$ cat src/rtl/uart_tx_pkg.sv
package uart_tx_pkg;

  // What the shifter loads at a tick boundary
  typedef enum logic [1:0] {
    LD_NONE = 2'd0,
    LD_CHAR = 2'd1,
    LD_BRK  = 2'd2
  } load_e;

endpackage

$ cat src/rtl/uart_tx_hold.sv
module uart_tx_hold #(
  parameter int DATA_W = 8
) (
  input  logic              clk,
  input  logic              rst,
  input  logic              flush,
  input  logic              wr_stb,
  input  logic [DATA_W-1:0] wr_data,
  input  logic              wr_bit9,
  input  logic              take,
  output logic [DATA_W-1:0] hold_data,
  output logic              hold_b9,
  output logic              hold_full
);

  logic accept;

  // Writes only land in an empty register of an enabled transmitter
  assign accept = !flush && wr_stb && !hold_full;

  always_ff @(posedge clk) begin
    if (rst || flush) begin
      hold_full <= 1'b0;
      hold_data <= '0;
      hold_b9   <= 1'b0;
    end else if (accept) begin
      hold_full <= 1'b1;
      hold_data <= wr_data;
      hold_b9   <= wr_bit9;
    end else if (take) begin
      hold_full <= 1'b0;
    end
  end

endmodule

$ cat src/rtl/uart_tx_brk.sv
module uart_tx_brk (
  input  logic clk,
  input  logic rst,
  input  logic flush,
  input  logic brk_req,
  input  logic brk_done,
  output logic brk_pend
);

  // A new request wins over the completion of an earlier break
  always_ff @(posedge clk) begin
    if (rst || flush)  brk_pend <= 1'b0;
    else if (brk_req)  brk_pend <= 1'b1;
    else if (brk_done) brk_pend <= 1'b0;
  end

endmodule

$ cat src/rtl/uart_tx_shift.sv
module uart_tx_shift
  import uart_tx_pkg::*;
#(
  parameter int DATA_W  = 8,
  parameter int BRK_LEN = 13
) (
  input  logic              clk,
  input  logic              rst,
  input  logic              flush,
  input  logic              bit_tick,
  input  logic              nine_bit,
  input  logic              hold_full,
  input  logic [DATA_W-1:0] hold_data,
  input  logic              hold_b9,
  input  logic              brk_pend,
  output logic              take,
  output logic              brk_done,
  output logic              line,
  output logic              shift_empty
);

  localparam int FRAME_W = (BRK_LEN + 1 > DATA_W + 3) ? BRK_LEN + 1 : DATA_W + 3;
  localparam int CNT_W   = $clog2(FRAME_W + 1);
  localparam logic [CNT_W-1:0] LEN_8 = CNT_W'(DATA_W + 2);
  localparam logic [CNT_W-1:0] LEN_9 = CNT_W'(DATA_W + 3);
  localparam logic [CNT_W-1:0] LEN_B = CNT_W'(BRK_LEN + 1);

  logic               busy_q;
  logic               brk_q;
  logic [CNT_W-1:0]   cnt_q;
  logic [FRAME_W-1:0] sr_q;

  logic               finishing;
  logic               free;
  load_e              ld;
  logic [FRAME_W-1:0] char_frame;
  logic [FRAME_W-1:0] brk_frame;

  assign finishing = busy_q && bit_tick && (cnt_q == CNT_W'(1));
  assign free      = !busy_q || finishing;
  assign brk_done  = finishing && brk_q;

  // Break has priority over the held character
  always_comb begin
    ld = LD_NONE;
    if (bit_tick && free) begin
      if (brk_pend && !brk_done) ld = LD_BRK;
      else if (hold_full)        ld = LD_CHAR;
    end
  end

  assign take = (ld == LD_CHAR);

  always_comb begin
    char_frame             = '1;
    char_frame[0]          = 1'b0;
    char_frame[DATA_W:1]   = hold_data;
    if (nine_bit) char_frame[DATA_W+1] = hold_b9;
  end

  always_comb begin
    brk_frame              = '1;
    brk_frame[BRK_LEN-1:0] = '0;
  end

  always_ff @(posedge clk) begin
    if (rst || flush) begin
      busy_q <= 1'b0;
      brk_q  <= 1'b0;
      cnt_q  <= '0;
      sr_q   <= '1;
    end else if (ld == LD_BRK) begin
      busy_q <= 1'b1;
      brk_q  <= 1'b1;
      cnt_q  <= LEN_B;
      sr_q   <= brk_frame;
    end else if (ld == LD_CHAR) begin
      busy_q <= 1'b1;
      brk_q  <= 1'b0;
      cnt_q  <= nine_bit ? LEN_9 : LEN_8;
      sr_q   <= char_frame;
    end else if (busy_q && bit_tick) begin
      if (finishing) begin
        busy_q <= 1'b0;
        brk_q  <= 1'b0;
      end
      cnt_q <= cnt_q - CNT_W'(1);
      sr_q  <= {1'b1, sr_q[FRAME_W-1:1]};
    end
  end

  assign line        = busy_q ? sr_q[0] : 1'b1;
  assign shift_empty = !busy_q;

endmodule

$ cat src/rtl/uart_tx_pin.sv
module uart_tx_pin (
  input  logic clk,
  input  logic rst,
  input  logic tx_en,
  input  logic port_en,
  input  logic line,
  output logic tx_out,
  output logic tx_oe
);

  logic drive;
  assign drive = tx_en && port_en;

  always_ff @(posedge clk) begin
    if (rst) begin
      tx_out <= 1'b1;
      tx_oe  <= 1'b0;
    end else begin
      tx_out <= drive ? line : 1'b1;
      tx_oe  <= drive;
    end
  end

endmodule

$ cat src/rtl/uart_break_tx.sv
module uart_break_tx #(
  parameter int DATA_W  = 8,
  parameter int BRK_LEN = 13
) (
  input  logic              clk,
  input  logic              rst,
  input  logic              bit_tick,
  input  logic              tx_en,
  input  logic              port_en,
  input  logic              nine_bit,
  input  logic              wr_stb,
  input  logic [DATA_W-1:0] wr_data,
  input  logic              wr_bit9,
  input  logic              brk_req,
  output logic              tx_out,
  output logic              tx_oe,
  output logic              hold_empty,
  output logic              shift_empty,
  output logic              brk_pend
);

  logic              flush;
  logic              take;
  logic              brk_done;
  logic              line;
  logic              hold_full;
  logic [DATA_W-1:0] hold_data;
  logic              hold_b9;

  assign flush      = !tx_en;
  assign hold_empty = !hold_full;

  uart_tx_hold #(.DATA_W(DATA_W)) u_hold (
    .clk       (clk),
    .rst       (rst),
    .flush     (flush),
    .wr_stb    (wr_stb),
    .wr_data   (wr_data),
    .wr_bit9   (wr_bit9),
    .take      (take),
    .hold_data (hold_data),
    .hold_b9   (hold_b9),
    .hold_full (hold_full)
  );

  uart_tx_brk u_brk (
    .clk      (clk),
    .rst      (rst),
    .flush    (flush),
    .brk_req  (brk_req),
    .brk_done (brk_done),
    .brk_pend (brk_pend)
  );

  uart_tx_shift #(.DATA_W(DATA_W), .BRK_LEN(BRK_LEN)) u_shift (
    .clk         (clk),
    .rst         (rst),
    .flush       (flush),
    .bit_tick    (bit_tick),
    .nine_bit    (nine_bit),
    .hold_full   (hold_full),
    .hold_data   (hold_data),
    .hold_b9     (hold_b9),
    .brk_pend    (brk_pend),
    .take        (take),
    .brk_done    (brk_done),
    .line        (line),
    .shift_empty (shift_empty)
  );

  uart_tx_pin u_pin (
    .clk     (clk),
    .rst     (rst),
    .tx_en   (tx_en),
    .port_en (port_en),
    .line    (line),
    .tx_out  (tx_out),
    .tx_oe   (tx_oe)
  );

endmodule

$ cat config.mk
export PLATFORM = sky130hd
export DESIGN_NAME = uart_break_tx
export DESIGN_NICKNAME = d
export VERILOG_FILES = /design/src/rtl/uart_tx_pkg.sv /design/src/rtl/uart_tx_hold.sv /design/src/rtl/uart_tx_brk.sv /design/src/rtl/uart_tx_shift.sv /design/src/rtl/uart_tx_pin.sv /design/src/rtl/uart_break_tx.sv
export SDC_FILE = /design/constraint.sdc
export NUM_CORES = 1
export LEC_CHECK = 0
export ABC_AREA = 1
export BUFFER_PORTS_ARGS = -buffer_cell sky130_fd_sc_hd__buf_2
export CORE_MARGIN = 2
export CORE_UTILIZATION = 35
export DETAILED_ROUTE_END_ITERATION = 8
export GPL_TIMING_DRIVEN = 0
export PLACE_DENSITY = 0.57
export SYNTH_ARGS = -nofsm -noshare
export SYNTH_HDL_FRONTEND = slang
export SYNTH_HIERARCHICAL = 1
export SYNTH_SLANG_ARGS = --single-unit
$ cat constraint.sdc
create_clock -name clk -period 2.3 [get_ports clk]
set_input_delay 0.69 -clock clk [delete_from_list [all_inputs] [get_ports clk]]
set_output_delay 0.69 -clock clk [all_outputs]
set_load 0.02 [all_outputs]
; ---- After elaboration in Yosys (flattened, before gate mapping)
; Index checks and enable logic that the tools add are counted.
[totals]
regBits = 32
out_inout_bits = 5
elab_cells = 60
[classes]
addsub = 1
eq_ne = 3
n_mux = 21
bitwise = 2
reduce_logical = 22
[ops]
columns = op, n
row1 = 2-to-1 mux 13 bit, 3
row2 = 2-to-1 mux 1 bit, 13
row3 = 2-to-1 mux 4 bit, 3
row4 = logical AND 1 bit, 8
row5 = nonzero test 2 bit, 3
row6 = nonzero test 3 bit, 2
row7 = == test 4 x 1 -> 1 bit (second input constant), 1
row8 = zero test 1 bit, 4
row9 = 2-to-1 mux 2 bit, 2
row10 = subtractor 4 x 1 -> 4 bit (second input constant), 1
row11 = OR reduction 3 bit, 1
row12 = == test 2 x 1 -> 1 bit (second input constant), 1
row13 = == test 2 bit (second input constant), 1
row14 = logical OR 1 bit, 2
row15 = NOT 1 bit, 2
row16 = AND reduction 2 bit, 1
row17 = OR reduction 2 bit, 1

; ---- Logic depth before layout (Yosys ltp)
[logic_depth]
ltp_word = 10
mapped_depth = 16
ltp_nobuf = 16

; ---- Hierarchy
; The synthesis kept the hierarchy.
[by_module_without_submodules]
columns = mod, n_inst, cells_each, area_each_um2, seq_area_each_um2
row1 = uart_tx_shift, 1, 150, 998.5, 380.4
row2 = uart_tx_hold, 1, 62, 435.4, 200.2
row3 = uart_tx_pin, 1, 6, 57.6, 40.0
row4 = uart_tx_brk, 1, 8, 51.3, 20.0
row5 = uart_break_tx, 1, 2, 7.5, 0.0

; ---- Worst setup path before layout
; OpenSTA, ideal clock, no wires.
[synth_timing]
kind = in2reg
start = input bit_tick
end = register u_shift.sr_q[10]
setup_ns = 0.062
arrival_time_ns = 2.052
path_slack_ns = 0.187
stages = 14
cell_sequence = nand2_2 > nor2_2 > nand3_1 > nand2_1 > inv_1 > nand2_1 > inv_1 > ha_1 > nor2_4 > nand2_2 > inv_2 > buf_4 > nand2_1 > nand3_1
[synth_via]
elab_chain_len = 10
elab_cells_between_ends = 14
[synth_lines]
columns = item, line_no
row1 = from (decl), uart_break_tx.sv:7  ; input logic bit_tick,
row2 = logical AND 1 bit, "uart_tx_shift.sv:39, uart_tx_shift.sv:82"
row3 = logical AND 1 bit, uart_tx_shift.sv:39  ; assign finishing = busy_q && bit_tick && (cnt_q == CNT_W'(1));
row4 = logical AND 1 bit, uart_tx_shift.sv:41  ; assign brk_done = finishing && brk_q;
row5 = zero test 1 bit, uart_tx_shift.sv:47  ; if (brk_pend && !brk_done) ld = LD_BRK;
row6 = logical AND 1 bit, uart_tx_shift.sv:47
row7 = 2-to-1 mux 2 bit, uart_tx_shift.sv:47
row8 = 2-to-1 mux 2 bit, uart_tx_shift.sv:46  ; if (bit_tick && free) begin
row9 = == test 2 x 1 -> 1 bit, uart_tx_shift.sv:77  ; end else if (ld == LD_CHAR) begin
row10 = 2-to-1 mux 13 bit, uart_tx_shift.sv:77
row11 = 2-to-1 mux 13 bit, uart_tx_shift.sv:72  ; end else if (ld == LD_BRK) begin
row12 = to (signal assigned), uart_tx_shift.sv:76  ; sr_q <= brk_frame;
row13 = to (signal assigned), uart_tx_shift.sv:81  ; sr_q <= char_frame;
row14 = to (signal assigned), uart_tx_shift.sv:88  ; sr_q <= {1'b1, sr_q[FRAME_W-1:1]};
row15 = to (decl), uart_tx_shift.sv:31  ; logic [FRAME_W-1:0] sr_q;
; Parallel ways exist; a longest one is shown, timed or not.
; A chain may end at the register's enable or synchronous reset.

; ---- Final worst setup path
[layout_timing]
start = register u_shift.cnt_q[1]
end = register u_shift.sr_q[4]
[layout_via]
elab_chain_len = 10
elab_cells_between_ends = 14
[layout_lines]
columns = item, line_no
row1 = from (decl), uart_tx_shift.sv:30  ; logic [CNT_W-1:0] cnt_q;
row2 = from (signal assigned), uart_tx_shift.sv:80  ; cnt_q <= nine_bit ? LEN_9 : LEN_8;
row3 = from (signal assigned), uart_tx_shift.sv:87  ; cnt_q <= cnt_q - CNT_W'(1);
row4 = == test 4 x 1 -> 1 bit (*), uart_tx_shift.sv:39
row5 = logical AND 1 bit (*), uart_tx_shift.sv:39
row6 = logical AND 1 bit, uart_tx_shift.sv:41
row7 = zero test 1 bit, uart_tx_shift.sv:47
row8 = logical AND 1 bit, uart_tx_shift.sv:47
row9 = 2-to-1 mux 2 bit, uart_tx_shift.sv:47
row10 = 2-to-1 mux 2 bit (*), uart_tx_shift.sv:46
row11 = == test 2 x 1 -> 1 bit (*), --
row12 = via take, uart_break_tx.sv:23  ; logic take;
row13 = 2-to-1 mux 13 bit, uart_tx_shift.sv:77
row14 = 2-to-1 mux 13 bit, uart_tx_shift.sv:72
; Mark *: on every way through the listed nets, which the timed path passes. The rest lies on a longest branch.

==> out/qor.yml <==
run_status:
  outcome: "finished clean"
detailed_routing:
  wl_per_cell_um: 10.13
  drcViolationCount: 0
  drt-initial-drc-count: 65
  postRouteAntennaNets: 0
  drtPass1Iterations: 5
  vias: 1352
  drt_wl_total_mm: 3.139
  vias_per_cell: 4.361
worst_setup_path:
  reg2regPathDepth: 13
  r2r_slack_ns: 0.22
  cp-end-kind: "flop"
  cpMaxStageDelayCell: "dfxtp_1"
  path_max_fanout: 10
  crit_end: "u_shift/sr_q[4]$_SDFFE_PP1P_"
  path_cells: "inv_1, ha_1, nand3_1, a21boi_0, nand3_1, inv_1, ha_4, nor2_4, nand2_2, inv_2, nor2_4, nand2_1, nand3_1"
  crit_buf_inv: 3
  startpoint_type: "flop"
  worstSetupStartpoint: "u_shift/cnt_q[1]$_SDFFE_PP0P_"
  reg2reg_to: "u_shift/sr_q[4]$_SDFFE_PP1P_"
  cp.depth: 13
  crit_arrival_ns: 2.31
  cp_slowest_stage_delay_ns: 0.32
  worstSetupPathType: "flop to flop"
  required_ns: 2.52
  cp_common_cell: "nand3_1"
  critPathTopFamily: "simple AND/OR/NAND/NOR gates"
  crit-reg2reg-launch: "u_shift/cnt_q[1]$_SDFFE_PP0P_"
sta:
  worstMarginPinSlew_ns: 0.5557
  grt_setup_unrepaired: "false"
  relSlewSlack_pct: 62.82
  setup_ws_ns: 0.2185
  finalCritPeriodShare_pct: 90.50
  slew_viol_final: 0
  fin_setup_tns_ns: 0
  clock-skew-final_ns: 0.005480
  setup_viol: 0
  whs_ns: 0.4591
  finalHoldViolCount: 0
  max_freq_mhz: 480.4
  fin_crit_ns: 2.082
die:
  ios: 22
  die_w_um: 70.55
  dieArea_um2: 4977
  core-area_um2: 4324
  die_y_um: 70.55
  row_count: 24
  start_util_pct: 35.85
synth:
  synth_flop_cell: "dfxtp_1"
  synth_common_cells: "nand2_1, inv_1, dfxtp_1"
  synth_cells: 228
  syn_area_per_cell_um2: 6.799
  synth_top_cell_area_share_pct: 41.32
  synth_area_um2: 1550
  ys_warn_count: 6
  synth-edff-count: 0
  synthTopCellsByArea: "dfxtp_1, nand2_1, inv_1"
  asyncSetResetFlopFracSynth_pct: 0
  synth_top_cell_by_area: "dfxtp_1"
  yosysSeqAreaShare_pct: 41.32
  yosysMostFrequentCell: "nand2_1"
  synth_fp_nets: 249
  ys_types: 22
  synth_seq_cells: 32
clock_network:
  cts_tree: "yes"
  htreeDepth: 2
  cts_buffer_depth: 2
  cts-hold-fix-buffers: 0
  cts_sinks: 32
  root_buffer: "clkbuf_8"
  insertion_delay_ns: 0.29
  cts_made_buffers: 5
  clk_pin_slew_worst_paths_ns: 0.07
cells_and_area:
  nets: 278
  synthToLayoutAreaGrowth_pct: 19.13
  drive_above_1_share_pct: 20.93
  n_antenna_cell: 0
pwr:
  peakVddDrop_v: 0.0003207
  p_leak_uw: 0.0009480
  power_density_nw_per_um2: 626.7
global_routing:
  grt_pass1_wl_mm: 5.306
  grt_pass1_vias: 1195
  antenna_found_initial: 0
  grt_use_total_pct: 13.54
  grt_overflow: 0
  grt_max_degree: 11
placed_design:
  globalplace.congestion: 0.7745
  port_buffers: 21
  dpl_worst_slack_ns: -0.2412
  dp_hpwl_mm: 2.134
worst_hold_path:
  min_delay_path_depth: 2
  hold_class: "flop to flop"
run:
  max-cap-violations: 0
-- cell usage in the layout (no fill, tap or decap) --
cell type / netlist / layout
nand3_4: 1 / 1
nor2_1: 25 / 24
buf_8: 1 / 1
o22a_1: 1 / 1
nand3_1: 18 / 18
clkbuf_8: 0 / 6
nand2_2: 2 / 2
buf_2: 3 / 24
inv_2: 2 / 2
ha_1: 4 / 2
nand2_1: 79 / 79
o21ai_0: 5 / 5
ha_4: 0 / 1
a21oi_2: 1 / 1
dfxtp_1: 32 / 32
a21boi_2: 1 / 1
inv_1: 33 / 33
clkinv_2: 0 / 2
buf_6: 0 / 1
o211ai_1: 2 / 2
ha_2: 0 / 1
buf_4: 1 / 1
or2_2: 3 / 3
nor2_2: 4 / 4
a21boi_0: 2 / 2
a21oi_1: 6 / 6
nor2_4: 2 / 3
-- worst min path at each step --
stage | from | endpoint | slack [ns]
global placement | u_shift/sr_q[0]$_SDFFE_PP1P_ | u_shift/sr_q[0]$_SDFFE_PP1P_ | 0.44
CTS | u_shift/sr_q[0]$_SDFFE_PP1P_ | u_shift/sr_q[0]$_SDFFE_PP1P_ | 0.47
floorplan | u_shift/sr_q[0]$_SDFFE_PP1P_ | u_shift/sr_q[0]$_SDFFE_PP1P_ | 0.42
global route | u_shift/sr_q[0]$_SDFFE_PP1P_ | u_shift/sr_q[0]$_SDFFE_PP1P_ | 0.49
finish | u_shift/sr_q[0]$_SDFFE_PP1P_ | u_shift/sr_q[0]$_SDFFE_PP1P_ | 0.46
detailed placement | u_shift/sr_q[0]$_SDFFE_PP1P_ | u_shift/sr_q[0]$_SDFFE_PP1P_ | 0.45
-- power breakdown --
part | internal (uW) | switching [uW]
sequential | 570 | 9.09
combinational | 49.8 | 74.3
clock | 239 | 215
-- logic make-up after synthesis --
kind of cell | share of synthesized area, %
AND/OR/NAND/NOR | 37.21
buffers and inverters | 10.90
flip-flops | 41.32
adder cells (fa/ha/maj) | 3.229
AO/OA/AOI/OAI | 7.344
-- tightest hold or removal path, stage by stage (launching register included) --
cell and delay [ns]:
dfxtp_1 0.33, nand2_1 0.05, nand3_1 0.05
-- layer usage --
metal  part of all wire [%]  global-route usage [%]
met3                    4.3                   4.558
met1                     52                   17.38
met2                     42                   20.65
met5                      0                       0
met4                    1.9                   6.289
-- per-stage QoR --
| stage | cell area, um^2 | std cells | power (uW) | utilization [%] |
|---|---|---|---|---|
| finish | 1847 | 310 | 1157 | 42.71 |
| global route | 1847 | 310 | 1214 | 42.71 |
| floorplan | 1550 | 228 | 676.3 | - |
| global placement | 1720 | 301 | 712.4 | 39.79 |
| CTS | 1813 | 309 | 1166 | 41.93 |
| detailed placement | 1720 | 301 | 712.8 | 39.79 |
-- sequential cells by signal (all words and copies together) (netlist names) --
name,flops
u_brk/brk_pend,1
u_hold/hold_b9,1
u_hold/hold_data,8
u_hold/hold_full,1
u_pin/tx_oe,1
u_pin/tx_out,1
u_shift/brk_q,1
u_shift/busy_q,1
u_shift/cnt_q,4
u_shift/sr_q,13
-- layout make-up --
type	instances	area [um^2]
timing repair buffer	22	112.6
buffer	5	41.29
clock buffer	6	82.58
tap	52	65.06
fill	478	2477
clock inverter	2	10.01
sequential	32	640.6
multi-input combinational	156	763.2
inverter	35	131.4
-- timing repair --
| item | CTS | global route |
|---|---|---|
| hold endpoints to repair | 0 | 0 |
| endpoints found under the setup margin | 0 | 15 |
| resized for setup | 0 | 6 |
| setup buffers | 0 | 1 |
No activity file was read; power rests on OpenSTA's default activity.
